==> config.mk <==
export PLATFORM = sky130hd
export DESIGN_NAME = hbi_irq_top
export DESIGN_NICKNAME = d
export VERILOG_FILES = /design/src/rtl/hbi_irq_pkg.sv /design/src/rtl/hbi_irq_regs.sv /design/src/rtl/hbi_irq_route.sv /design/src/rtl/hbi_irq_top.sv
export SDC_FILE = /design/constraint.sdc
export NUM_CORES = 1
export LEC_CHECK = 0
export ABC_AREA = 1
export BUFFER_PORTS_ARGS = -buffer_cell sky130_fd_sc_hd__buf_2
export CORE_MARGIN = 3
export CORE_UTILIZATION = 38
export DETAILED_ROUTE_END_ITERATION = 8
export GPL_TIMING_DRIVEN = 0
export PLACE_DENSITY = 0.9
export SLEW_MARGIN = 20
export SYNTH_ARGS = -nofsm -noshare
export SYNTH_HDL_FRONTEND = slang
export SYNTH_SLANG_ARGS = --single-unit
==> constraint.sdc <==
create_clock -name clk -period 0.9 [get_ports clk]
set_input_delay 0.045 -clock clk [delete_from_list [all_inputs] [get_ports clk]]
set_output_delay 0.045 -clock clk [all_outputs]
set_load 0.01 [all_outputs]
==> src/rtl/hbi_irq_pkg.sv <==
package hbi_irq_pkg;
  localparam int NUM_LINES = 4;
  localparam int NUM_OUTS  = 5;
  localparam int NUM_EVT   = 6;
  localparam int DMA_OUT   = NUM_OUTS - 1;

  // sticky event indices; status bit = STAT_EVT_LSB + index
  localparam int EV_PAR  = 0;
  localparam int EV_TABT = 1;
  localparam int EV_MABT = 2;
  localparam int EV_DERR = 3;
  localparam int EV_DDON = 4;
  localparam int EV_SYS  = 5;

  localparam int STAT_LINE_LSB = 8;
  localparam int STAT_EVT_LSB  = 12;
  localparam int STAT_MODE_LSB = 24;

  localparam int CTL_ERR_EN = 25;
  localparam int CTL_SYS_EN = 27;
  localparam int CTL_BRST   = 31;

  typedef logic [NUM_EVT-1:0] evt_vec_t;

  typedef struct packed {
    logic                 bus_rst;
    logic                 sys_en;
    logic                 err_en;
    logic [NUM_LINES-1:0] line_en;
  } ctl_t;
endpackage

==> src/rtl/hbi_irq_regs.sv <==
module hbi_irq_regs
  import hbi_irq_pkg::*;
#(
  parameter int ADDR_W = 4
) (
  input  logic                 clk,
  input  logic                 rst_n,
  input  logic [ADDR_W-1:0]    reg_addr,
  input  logic                 reg_wen,
  input  logic [31:0]          reg_wdata,
  output logic [31:0]          reg_rdata,
  input  logic [NUM_LINES-1:0] line_n,
  input  evt_vec_t             evt_in,
  input  logic [1:0]           route_mode,
  output ctl_t                 ctl_q,
  output evt_vec_t             sticky_q
);
  localparam logic [ADDR_W-1:0] A_CTL  = ADDR_W'(0);
  localparam logic [ADDR_W-1:0] A_STAT = ADDR_W'(1);

  ctl_t     ctl_d;
  evt_vec_t sticky_d;
  logic     ctl_we;
  logic     stat_we;
  evt_vec_t clr_mask;

  always_comb begin
    ctl_we   = reg_wen && (reg_addr == A_CTL);
    stat_we  = reg_wen && (reg_addr == A_STAT);
    clr_mask = stat_we ? reg_wdata[STAT_EVT_LSB +: NUM_EVT] : '0;
    // a new pulse wins over a clearing write
    sticky_d = (sticky_q & ~clr_mask) | evt_in;
    ctl_d    = ctl_q;
    if (ctl_we) begin
      ctl_d.bus_rst = reg_wdata[CTL_BRST];
      ctl_d.sys_en  = reg_wdata[CTL_SYS_EN];
      ctl_d.err_en  = reg_wdata[CTL_ERR_EN];
      ctl_d.line_en = reg_wdata[NUM_LINES-1:0];
    end
  end

  always_ff @(posedge clk or negedge rst_n) begin
    if (!rst_n) begin
      ctl_q    <= '0;
      sticky_q <= '0;
    end else begin
      if (ctl_we) ctl_q <= ctl_d;
      sticky_q <= sticky_d;
    end
  end

  always_comb begin
    reg_rdata = '0;
    if (reg_addr == A_CTL) begin
      reg_rdata[CTL_BRST]        = ctl_q.bus_rst;
      reg_rdata[CTL_SYS_EN]      = ctl_q.sys_en;
      reg_rdata[CTL_ERR_EN]      = ctl_q.err_en;
      reg_rdata[NUM_LINES-1:0]   = ctl_q.line_en;
    end else if (reg_addr == A_STAT) begin
      reg_rdata[STAT_MODE_LSB +: 2]         = route_mode;
      reg_rdata[STAT_EVT_LSB +: NUM_EVT]    = sticky_q;
      reg_rdata[STAT_LINE_LSB +: NUM_LINES] = line_n;
    end
  end
endmodule

==> src/rtl/hbi_irq_route.sv <==
module hbi_irq_route
  import hbi_irq_pkg::*;
(
  input  logic                 clk,
  input  logic                 rst_n,
  input  logic [NUM_LINES-1:0] line_n,
  input  ctl_t                 ctl_q,
  input  evt_vec_t             sticky_q,
  input  logic [1:0]           route_mode,
  output logic [NUM_OUTS-1:0]  irq_q
);
  logic [NUM_LINES-1:0] line_act;
  logic                 err_req;
  logic                 dma_req;
  logic [NUM_OUTS-1:0]  irq_d;

  always_comb begin
    line_act = ~line_n & ctl_q.line_en;
    err_req  = (ctl_q.err_en & (sticky_q[EV_PAR] | sticky_q[EV_TABT] |
                                sticky_q[EV_MABT])) |
               (ctl_q.sys_en & sticky_q[EV_SYS]);
    dma_req  = sticky_q[EV_DDON] | sticky_q[EV_DERR];
    irq_d    = '0;
    if (route_mode[1]) begin
      irq_d[NUM_LINES-1:0] = line_act;
      irq_d[0]             = line_act[0] | err_req;
    end else begin
      irq_d[0] = (|line_act) | err_req;
    end
    if (route_mode[0]) irq_d[DMA_OUT] = dma_req;
    else               irq_d[0]       = irq_d[0] | dma_req;
  end

  always_ff @(posedge clk or negedge rst_n) begin
    if (!rst_n) irq_q <= '0;
    else        irq_q <= irq_d;
  end
endmodule

==> src/rtl/hbi_irq_top.sv <==
module hbi_irq_top
  import hbi_irq_pkg::*;
#(
  parameter int ADDR_W = 4
) (
  input  logic              clk,
  input  logic              rst_n,
  input  logic [ADDR_W-1:0] reg_addr,
  input  logic              reg_wen,
  input  logic [31:0]       reg_wdata,
  output logic [31:0]       reg_rdata,
  input  logic [3:0]        line_n,
  input  logic              evt_sys,
  input  logic              evt_mabort,
  input  logic              evt_tabort,
  input  logic              evt_parity,
  input  logic              dma_done,
  input  logic              dma_err,
  input  logic [1:0]        route_mode,
  output logic              bus_rst,
  output logic [4:0]        irq_out
);
  ctl_t     ctl_q;
  evt_vec_t sticky_q;
  evt_vec_t evt_in;

  always_comb begin
    evt_in          = '0;
    evt_in[EV_PAR]  = evt_parity;
    evt_in[EV_TABT] = evt_tabort;
    evt_in[EV_MABT] = evt_mabort;
    evt_in[EV_DERR] = dma_err;
    evt_in[EV_DDON] = dma_done;
    evt_in[EV_SYS]  = evt_sys;
  end

  hbi_irq_regs #(.ADDR_W(ADDR_W)) u_regs (
    .clk(clk), .rst_n(rst_n), .reg_addr(reg_addr), .reg_wen(reg_wen),
    .reg_wdata(reg_wdata), .reg_rdata(reg_rdata), .line_n(line_n),
    .evt_in(evt_in), .route_mode(route_mode), .ctl_q(ctl_q),
    .sticky_q(sticky_q)
  );

  hbi_irq_route u_route (
    .clk(clk), .rst_n(rst_n), .line_n(line_n), .ctl_q(ctl_q),
    .sticky_q(sticky_q), .route_mode(route_mode), .irq_q(irq_out)
  );

  assign bus_rst = ctl_q.bus_rst;
endmodule

# Yosys cells after proc, flatten, opt, wreduce, memory -nomap -nowiden
# Index checks and enable logic that the tools add are counted.
[classes]
n_bitwise = 14
mux = 13
n_reduce_logical = 4
n_eq_ne = 1
[op_table]
columns = ["op", "count"]
rows = [
  ["$mux 10", 2],
  ["$mux 1", 7],
  ["$or 1x1->1", 7],
  ["$and 6x6->6", 1],
  ["$mux 6", 1],
  ["$not 6->6", 1],
  ["$or 6x6->6", 1],
  ["$and 4x4->4", 1],
  ["$eq 4x1->1 const B", 1],
  ["$logic_not 4->1", 1],
  ["$mux 4", 1],
  ["$not 4->4", 1],
  ["$reduce_or 4->1", 1],
  ["$mux 3", 1],
  ["$and 1x1->1", 2],
  ["$logic_and 1x1->1", 2],
  ["$mux 2", 1],
]
[totals]
output_inout_bits = 38
ff_bits = 18
wordCells = 38
in_bits = 51

# Logic depth before layout (Yosys ltp)
# Gate-level depths: netlist of the first run.
[logic_depth]
ltp_word = 8
depth_mapped = 5
ltp_nobuf = 5

# Modules after synthesis
# Synthesis of the first run repeated with hierarchy kept, for this count alone.
[unflattened]
hier_cells = 151
hier_area_um2 = 1102.3
[modules_own_cells]
columns = ["module", "seq_area_each_um2", "area_per_inst_um2", "cells_each", "n_inst"]
rows = [
  ["hbi_irq_regs", 325.3, 872.1, 120, 1],
  ["hbi_irq_route", 125.1, 230.2, 31, 1],
]

# Least setup slack after synthesis of the first run
# No wires, ideal clock.
[synth_timing]
path_kind = "reg-to-reg"
start = "register u_regs.sticky_q[4]"
end = "register u_route.irq_q[0]"
stages_incl_launch_ff = 5
n_path_buf = 0
slack_ns = 0.096
synth_period_minus_slack_ns = 0.804
setup_ns = 0.124
arrival_time_ns = 0.679
path_cell_list = "dfrtp_1 -> nor2_1 -> nor2_1 -> nor2_1 -> nand3_1"
[synth_between]
elab_chain_len = 3
[synth_lines]
columns = ["item", "line", "text"]
rows = [
  ["start: declaration", "hbi_irq_regs.sv:16", "output evt_vec_t sticky_q"],
  ["start signal: assignment", "hbi_irq_regs.sv:48", "sticky_q <= sticky_d;"],
  ["$or 1x1->1", "hbi_irq_route.sv:22", "dma_req = sticky_q[EV_DDON] | sticky_q[EV_DERR];"],
  ["$or 1x1->1", "hbi_irq_route.sv:31", "else irq_d[0] = irq_d[0] | dma_req;"],
  ["$mux 1", "hbi_irq_route.sv:30", "if (route_mode[0]) irq_d[DMA_OUT] = dma_req;"],
  ["net u_route.irq_d[0]", "hbi_irq_route.sv:15", "logic [NUM_OUTS-1:0] irq_d;"],
  ["end signal: assignment", "hbi_irq_route.sv:36", "else irq_q <= irq_d;"],
  ["end: declaration", "hbi_irq_route.sv:10", "output logic [NUM_OUTS-1:0] irq_q"],
]
# The timed path passes the listed nets, and every way through them passes these cells.
# A chain may end at the register's enable or synchronous reset.

# Final worst setup path of the first run
[layout_timing]
start = "register u_regs.sticky_q[5]"
end = "output port reg_rdata[17]"
[layout_between]
elab_chain_len = 2
[layout_lines]
columns = ["item", "line", "text"]
rows = [
  ["$mux 10", "hbi_irq_regs.sv:59", "end else if (reg_addr == A_STAT) begin"],
  ["$mux 10", "hbi_irq_regs.sv:54", "if (reg_addr == A_CTL) begin"],
  ["end: declaration", "hbi_irq_top.sv:11", "output logic [31:0] reg_rdata,"],
]
# Every way passes these cells.

==> impl_metrics.env, run 1 <==
export IMPL_crit_path_start="u_regs.sticky_q[5]"
export IMPL_drv_cap=0
export IMPL_p_sw_mw=0.671
export IMPL_wl_per_cell_um=12.8
export IMPL_p_total_mw=2.12
export IMPL_failed_checks="negative setup slack"
export IMPL_vias_per_cell=4.45
export IMPL_drive_gt1_frac=0.494
export IMPL_cts_tree="built"
export IMPL_ys_seq_elements=18
export IMPL_slowest_delay_ps=400
export IMPL_h_tree_depth=1
export IMPL_status="complete, but fails checks"
export IMPL_die_y_um=59.0
export IMPL_placed_cells=240
export IMPL_r2r_slack_ps=-50
export IMPL_layout_commonest_cell="buf_2"
export IMPL_die_x_um=59.0
export IMPL_clk_pin_slew_ps=100
export IMPL_hp_class="in -> reg"
export IMPL_grt_setup_unrepaired="yes"
export IMPL_grt_first_pass_wirelength_mm=5.08
export IMPL_final_cell_area_um2=1870
export IMPL_vdd_drop_max_uv=900
export IMPL_final_nets=306
export IMPL_crit_end="reg_rdata[17]"
export IMPL_synthesis_area_um2=1070
export IMPL_grt_max_degree=19
export IMPL_powerDensity_nw_per_um2=1130
export IMPL_drt_pass1_iterations=4
export IMPL_grt_pass1_vias=1163
export IMPL_port_buffers=55
export IMPL_arrival_ps=1040
export IMPL_final_cells=283
export IMPL_finalCriticalPeriod_ps=1080
export IMPL_drt_wl_total_mm=3.62
export IMPL_globalplace_congestion=0.877
export IMPL_cts_root_buffer="clkbuf_4"
export IMPL_crit_required_ps=850
export IMPL_path_class="reg -> out"
export IMPL_met3_usage=0.0327
export IMPL_num_io_pins=89
export IMPL_dp_worst_setup_slack_ps=-103
export IMPL_use_met2=0.356
export IMPL_fin_worst_skew_ps=2.55
export IMPL_end_kind="output pin"
export IMPL_setup_viol=16
export IMPL_vias=1258
export IMPL_power_share_switching=0.317
export IMPL_pwr_share_clk=0.190
export IMPL_grt_ovfl_total=0
export IMPL_ant_nets=0
export IMPL_combPwrFrac=0.362
export IMPL_crit_path_start_kind="register"
export IMPL_finalMaxSlewViolations=0
export IMPL_core_region_area_um2=2570
export IMPL_synth_warning_count=0
export IMPL_post_route_util=0.729
export IMPL_dp_hpwl_mm=1.95
export IMPL_r2r_cells=5
export IMPL_place_area_um2=1430
export IMPL_timing_fmax_mhz=925
export IMPL_seq_area_frac_synth=0.422
export IMPL_syn_inst=142
export IMPL_ys_types=14
export IMPL_grt_busiest_layer="met2"
export IMPL_critPathMaxFanout=2
export IMPL_cpMaxStageDelayCell="dfrtp_1"
export IMPL_grt_usage=0.195
export IMPL_layout_common_cells="buf_2 (54), buf_4 (32), inv_1 (28)"
export IMPL_path_cells="inv_1, nor2_1, buf_2"
export IMPL_setup_tns_ps=-1680
export IMPL_area_delta_synth_final_pct=75.4
export IMPL_p_leak_nw=1.15
export IMPL_numCtsBuffers=3
export IMPL_drt_initial_drc_count=49
export IMPL_initial_core_util=0.416
export IMPL_whs_path_depth=4
export IMPL_antenna_found_initial=0
export IMPL_seqPwrFrac=0.448
export IMPL_cts_buffer_depth=2
export IMPL_setup_ws_ps=-181
export IMPL_hold_viol_final=0
export IMPL_clk_latency_ps=290
export IMPL_drc=0
export IMPL_r2r_end="u_route.irq_q[0]"
export IMPL_clock_sinks=18
export IMPL_syn_area_per_cell_um2=7.52
export IMPL_p_int_mw=1.45
export IMPL_row_count=18
export IMPL_period_share=1.20
export IMPL_whs_ps=43.3
export IMPL_r2r_start="u_regs.ctl_q[2]"
export IMPL_grt_use_met1=0.224
export IMPL_die_area_um2=3480
export IMPL_antenna_cells=0
[power by group through the flow]
stage	registers [mW]	clock network (mW)	logic, mW
5_1_grt	0.957	0.450	0.828
4_1_cts	0.934	0.404	0.666
3_3_place_gp	0.962	0	0.454
6_report	0.949	0.402	0.766
2_1_floorplan	0.969	0	0.284
3_5_place_dp	0.965	0	0.466
[state kept, by name, summed over array words and instances, names as in the netlist]
name             cells
u_regs.sticky_q      6
u_route.irq_q        5
u_regs.ctl_q         7
[final cells by class]
type                       count  area [um^2]
timing repair buffer          95          646
multi-input combinational     89          472
tap                           30         37.5
sequential                    18          450
buffer                        16          124
inverter                      32          120
clock buffer                   3         22.5
fill                         206          696
[per-layer routing]
layer / up-vias / routed length, um
met1: 571 / 1360
met3: 11 / 269
met5: - / 0
met4: 0 / 88
met2: 61 / 1910
li1: 615 / -
[worst max-delay path, delay by kind of cell, from the launching register on]
family / cells / cell delay (ps)
and+or+nand+nor: 1 / 120
buffers and inverters: 2 / 220
DFF: 1 / 400
[worst min path at each step]
stage / start / endpoint
global placement: rst_n / u_regs.sticky_q[1]
detailed placement: rst_n / u_regs.sticky_q[1]
finish: reg_wdata[16] / u_regs.sticky_q[4]
CTS: reg_wdata[13] / u_regs.sticky_q[1]
floorplan: rst_n / u_regs.ctl_q[0]
global route: reg_wdata[16] / u_regs.sticky_q[4]
[cells in the mapped netlist]
library cell | n | area (um^2)
nand3_4 | 1 | 17.5
nor2_1 | 24 | 90.1
buf_6 | 1 | 11.3
conb_1 | 1 | 3.75
dfrtp_1 | 18 | 450
nor2_2 | 1 | 6.26
buf_4 | 15 | 113
nand2_1 | 29 | 109
nand3_1 | 4 | 20.0
inv_1 | 32 | 120
o21ai_0 | 1 | 5.00
nor2_4 | 2 | 22.5
nand4_1 | 6 | 37.5
o21ai_2 | 7 | 61.3
[cells by family (layout without fill, tap and decap cells)]
family / after synthesis / count (layout) / share of synthesized area
and+or+nand+nor: 67 / 67 / 0.284
other: 1 / 14 / 0.00351
AOI/OAI and AO/OA: 8 / 8 / 0.0621
DFF: 18 / 18 / 0.422
buffers and inverters: 48 / 146 / 0.229
[timing repair]
| action | in CTS | in global routing |
|---|---|---|
| endpoints found under the setup margin | 19 | 20 |
| buffers inserted | 17 | 6 |
| pin swaps | 17 | 10 |
| hold buffers | 18 | 0 |
| resized for setup | 7 | 21 |
| hold endpoints to repair | 35 | 0 |
(Power assumes the default switching activity.)
==> inputs of run 2 (changes only) <==
==> constraint.sdc (replaced) <==
create_clock -name clk -period 1.2 [get_ports clk]
set_input_delay 0.06 -clock clk [delete_from_list [all_inputs] [get_ports clk]]
set_output_delay 0.06 -clock clk [all_outputs]
set_load 0.01 [all_outputs]
==> impl_metrics.env, run 2 (synthesis results as in run 1) <==
export IMPL_p_total_mw=1.38
export IMPL_die_x_um=59.0
export IMPL_clk_pin_slew_ps=90
export IMPL_grt_ovfl_total=0
export IMPL_layout_common_cells="buf_2 (55), inv_1 (32), nand2_1 (29)"
export IMPL_numCtsBuffers=3
export IMPL_grt_max_degree=19
export IMPL_cts_root_buffer="clkbuf_4"
export IMPL_clk_latency_ps=280
export IMPL_p_leak_nw=1.02
export IMPL_ant_nets=0
export IMPL_drive_gt1_frac=0.376
export IMPL_finalMaxSlewViolations=0
export IMPL_final_cells=256
export IMPL_cpMaxStageDelayCell="nor2_4"
export IMPL_critPathMaxFanout=10
export IMPL_setup_viol=0
export IMPL_placed_cells=240
export IMPL_antenna_cells=0
export IMPL_initial_core_util=0.416
export IMPL_path_buf_inv=3
export IMPL_drt_initial_drc_count=27
export IMPL_dp_worst_setup_slack_ps=167
export IMPL_path_class="in -> out"
export IMPL_die_area_um2=3480
export IMPL_setup_ws_ps=117
export IMPL_vias_per_cell=4.13
export IMPL_num_io_pins=89
export IMPL_crit_cells=6
export IMPL_arrival_ps=1020
export IMPL_regMostFlops="u_regs.ctl_q"
export IMPL_drc=0
export IMPL_clock_sinks=18
export IMPL_final_nets=279
export IMPL_status="completed"
export IMPL_die_y_um=59.0
export IMPL_finalCriticalPeriod_ps=1080
export IMPL_crit_end="reg_rdata[13]"
export IMPL_slowest_delay_ps=250
export IMPL_grt_usage=0.141
export IMPL_grt_first_pass_wirelength_mm=3.69
export IMPL_drt_pass1_iterations=4
export IMPL_path_cells="buf_2, nor2_4, nand2_1, buf_4, nor2_1, buf_2"
export IMPL_grt_pass1_vias=921
export IMPL_path_delay_family="simple AND/OR/NAND/NOR gates"
export IMPL_whs_ps=7.99
export IMPL_vias=1056
export IMPL_wl_per_cell_um=9.44
export IMPL_timing_fmax_mhz=923
export IMPL_period_share=0.903
export IMPL_hold_viol_final=0
export IMPL_port_buffers=55
export IMPL_drt_wl_total_mm=2.42
export IMPL_path_common_cell="buf_2"
export IMPL_antenna_found_initial=0
export IMPL_grt_setup_unrepaired="no"
export IMPL_seq_area_um2=450
export IMPL_setup_tns_ps=0
export IMPL_vdd_drop_max_uv=604
export IMPL_crit_path_start_kind="primary input"
export IMPL_layout_commonest_cell="buf_2"
export IMPL_dp_hpwl_mm=1.95
export IMPL_post_route_util=0.616
export IMPL_cts_buffer_depth=2
export IMPL_r2r_end="u_route.irq_q[0]"
export IMPL_largest_reg_flops=7
export IMPL_row_count=18
export IMPL_r2r_start="u_regs.sticky_q[4]"
export IMPL_cts_setup_buffers=0
export IMPL_place_area_um2=1430
export IMPL_cts_tree="built"
export IMPL_core_region_area_um2=2570
export IMPL_end_kind="output pin"
export IMPL_final_cell_area_um2=1580
export IMPL_hp_class="in -> reg"
export IMPL_area_delta_synth_final_pct=48.2
export IMPL_powerDensity_nw_per_um2=870
export IMPL_r2r_cells=4
export IMPL_ctsHoldBuffers=12
export IMPL_crit_required_ps=1140
export IMPL_multiInputGateArea_um2=422
export IMPL_crit_path_start="reg_addr[3]"
export IMPL_reg_top3="u_regs.ctl_q: 7 flops, u_regs.sticky_q: 6 flops, u_route.irq_q: 5 flops"
export IMPL_r2r_slack_ps=300
export IMPL_drv_cap=0
export IMPL_fill_cells=257
export IMPL_h_tree_depth=1
export IMPL_fin_worst_skew_ps=1.88
export IMPL_cts_repair_resize_count=0
export IMPL_globalplace_congestion=0.877
==> run 2: changes by cell type in the layout (fill, tap and decap cells not counted), moves of 2 or more <==
cell and delta:
nand2_1 +7, nand3_2 -2, inv_1 +4, buf_6 -6, buf_4 -17, nand3_1 +2
nor2_2 -4, dlygate4sd3_1 -5, nand2_2 -6, nor2_1 +5, inv_2 -4
==> run 2: layout make-up <==
cell class | count | share of cell area
flip-flops and latches | 18 | 0.285
multi-input cells | 89 | 0.267
repair buffers | 68 | 0.256
plain buffers | 16 | 0.0783
inverters | 32 | 0.0759
well taps | 30 | 0.0237
clock buffers | 3 | 0.0142
==> run 2: worst reg2reg max path, stage by stage (launching register included) <==
cell     delay, ps
dfrtp_1        400
nor2_1         160
nor2_1          70
nor2_1          90
nand3_1         80
==> run 2: worst min path at each step <==
stage                      start            endpoint  slack [ps]  depth (start not counted)
floorplan                  rst_n     u_regs.ctl_q[0]        -240                          0
detailed placement         rst_n  u_regs.sticky_q[1]          20                          1
CTS                 reg_wdata[2]     u_regs.ctl_q[2]       0.001                          3
global route        reg_wdata[2]     u_regs.ctl_q[2]          10                          3
finish              reg_wdata[2]     u_regs.ctl_q[2]           8                          3
global placement           rst_n  u_regs.sticky_q[1]           5                          1
==> run 2: layer usage <==
| layer | wire [um] | vias to the layer above | GRT usage |
|---|---|---|---|
| li1 | - | 561 | - |
| met2 | 1310 | 35 | 0.254 |
| met3 | 172 | 6 | 0.0327 |
| met1 | 895 | 454 | 0.153 |
| met4 | 40 | 0 | 0.0712 |
| met5 | 0 | - | 0 |
==> run 2: where the power goes <==
group          leakage [nW]  switching [mW]  total (mW)  internal, mW
Combinational         0.799           0.193       0.379         0.186
Clock                0.0138           0.170       0.286         0.117
Sequential            0.205          0.0412       0.711         0.670
==> inputs of run 3 (changes only) <==
--- a/config.mk
+++ b/config.mk
@@ -8,10 +8,10 @@
 export ABC_AREA = 1
 export BUFFER_PORTS_ARGS = -buffer_cell sky130_fd_sc_hd__buf_2
 export CORE_MARGIN = 3
-export CORE_UTILIZATION = 38
+export CORE_UTILIZATION = 41
 export DETAILED_ROUTE_END_ITERATION = 8
 export GPL_TIMING_DRIVEN = 0
-export PLACE_DENSITY = 0.9
+export PLACE_DENSITY = 0.95
 export SLEW_MARGIN = 20
 export SYNTH_ARGS = -nofsm -noshare
 export SYNTH_HDL_FRONTEND = slang
==> constraint.sdc (replaced) <==
create_clock -name clk -period 1.4 [get_ports clk]
set_input_delay 0.07 -clock clk [delete_from_list [all_inputs] [get_ports clk]]
set_output_delay 0.07 -clock clk [all_outputs]
set_load 0.01 [all_outputs]
==> impl_metrics.env, run 3 (synthesis results as in run 1) <==
export IMPL_area_delta_synth_final_pct=43.6
export IMPL_globalplace_congestion=0.825
export IMPL_drt_initial_drc_count=35
export IMPL_drive_gt1_frac=0.389
export IMPL_dp_hpwl_mm=2.02
export IMPL_p_leak_nw=1.00
export IMPL_layout_common_cells="buf_2 (55), inv_1 (32), nand2_1 (29)"
export IMPL_num_io_pins=89
export IMPL_r2r_slack_ps=500
export IMPL_whs_path_depth=3
export IMPL_cts_root_buffer="clkbuf_4"
export IMPL_grt_setup_unrepaired="no"
export IMPL_status="completed"
export IMPL_post_route_util=0.655
export IMPL_antenna_found_initial=0
export IMPL_fin_worst_skew_ps=6.38
export IMPL_vdd_drop_max_uv=407
export IMPL_numCtsBuffers=3
export IMPL_arrival_ps=1000
export IMPL_grt_pass1_vias=990
export IMPL_grt_max_degree=19
export IMPL_drc=0
export IMPL_initial_core_util=0.456
export IMPL_largest_reg_flops=7
export IMPL_antenna_cells=0
export IMPL_powerDensity_nw_per_um2=815
export IMPL_seq_area_um2=450
export IMPL_wl_per_cell_um=10.5
export IMPL_drt_pass1_iterations=4
export IMPL_reg_top3="u_regs.ctl_q: 7 flops, u_regs.sticky_q: 6 flops, u_route.irq_q: 5 flops"
export IMPL_vias=1054
export IMPL_die_x_um=57.0
export IMPL_grt_usage=0.156
export IMPL_r2r_end="u_route.irq_q[0]"
export IMPL_path_class="reg -> out"
export IMPL_vias_per_cell=4.23
export IMPL_ant_nets=0
export IMPL_row_count=17
export IMPL_hold_viol_final=0
export IMPL_clk_pin_slew_ps=110
export IMPL_crit_path_start_kind="register"
export IMPL_clk_latency_ps=290
export IMPL_period_share=0.763
export IMPL_finalCriticalPeriod_ps=1070
export IMPL_worstHoldStart="reg_wdata[27]"
export IMPL_cts_buffer_depth=2
export IMPL_regMostFlops="u_regs.ctl_q"
export IMPL_clock_sinks=18
export IMPL_layout_commonest_cell="buf_2"
export IMPL_final_nets=273
export IMPL_holdPathEnd="u_regs.ctl_q[5]"
export IMPL_setup_tns_ps=0
export IMPL_grt_ovfl_total=0
export IMPL_die_y_um=57.0
export IMPL_hp_class="in -> reg"
export IMPL_port_buffers=55
export IMPL_cts_setup_buffers=0
export IMPL_end_kind="output pin"
export IMPL_h_tree_depth=1
export IMPL_grt_first_pass_wirelength_mm=4.04
export IMPL_setup_viol=0
export IMPL_timing_fmax_mhz=936
export IMPL_crit_required_ps=1330
export IMPL_core_region_area_um2=2340
export IMPL_multiInputGateArea_um2=422
export IMPL_die_area_um2=3250
export IMPL_drt_wl_total_mm=2.62
export IMPL_finalMaxSlewViolations=0
export IMPL_fill_cells=210
export IMPL_r2r_cells=4
export IMPL_r2r_start="u_regs.sticky_q[4]"
export IMPL_drv_cap=0
export IMPL_cts_tree="built"
export IMPL_critPathMaxFanout=3
## run 3: final cells by class
class,instances,area share
plain buffers,16,0.0808
flip-flops and latches,18,0.294
repair buffers,62,0.225
well taps,28,0.0229
clock buffers,4,0.0237
multi-input cells,89,0.275
inverters,32,0.0784
## run 3: critical path, cell delays in order, from the launching register on
cell and delay (ps):
dfrtp_1 410, nand3_1 80, o21ai_0 70, buf_2 140
## run 3: timing repair
| action | CTS | global route |
|---|---|---|
| hold endpoints to repair | 24 | 0 |
| setup endpoints to repair | 0 | 0 |
| hold buffers | 7 | 0 |
| resized for setup | 0 | 0 |
## run 3: metrics by stage
stage	cell area (um^2)	cells	power [mW]	setup WS, ps	hold WS (ps)
floorplan	1120	155	0.806	596	-226
global placement	1430	238	0.910	368	16.0
detailed placement	1430	238	0.921	339	19.0
CTS	1530	249	1.25	319	4.62
global route	1530	249	1.32	219	7.16
finish	1530	249	1.25	331	5.19
## run 3: how the worst max path moves through the flow
stage                                   from          endpoint  slack, ps  cells past startpoint
after floorplan           u_regs.sticky_q[4]  u_route.irq_q[0]        600                      4
after global placement           reg_addr[3]     reg_rdata[10]        370                      6
after detailed placement         reg_addr[3]      reg_rdata[8]        340                      6
after CTS                    u_regs.ctl_q[4]     reg_rdata[25]        320                      3
after global routing             reg_addr[3]      reg_rdata[9]        220                      6
final                        u_regs.ctl_q[4]     reg_rdata[25]        330                      3
## run 3: routing by layer
layer | wire (um) | global-route usage
met5 | 0 | 0
met4 | 56 | 0.0728
met3 | 207 | 0.0204
met2 | 1410 | 0.299
met1 | 947 | 0.167
## run 3: power breakdown
group	internal (mW)	switching (mW)	total (mW)
clock network	0.158	0.164	0.323
registers	0.575	0.0359	0.610
logic	0.149	0.167	0.315
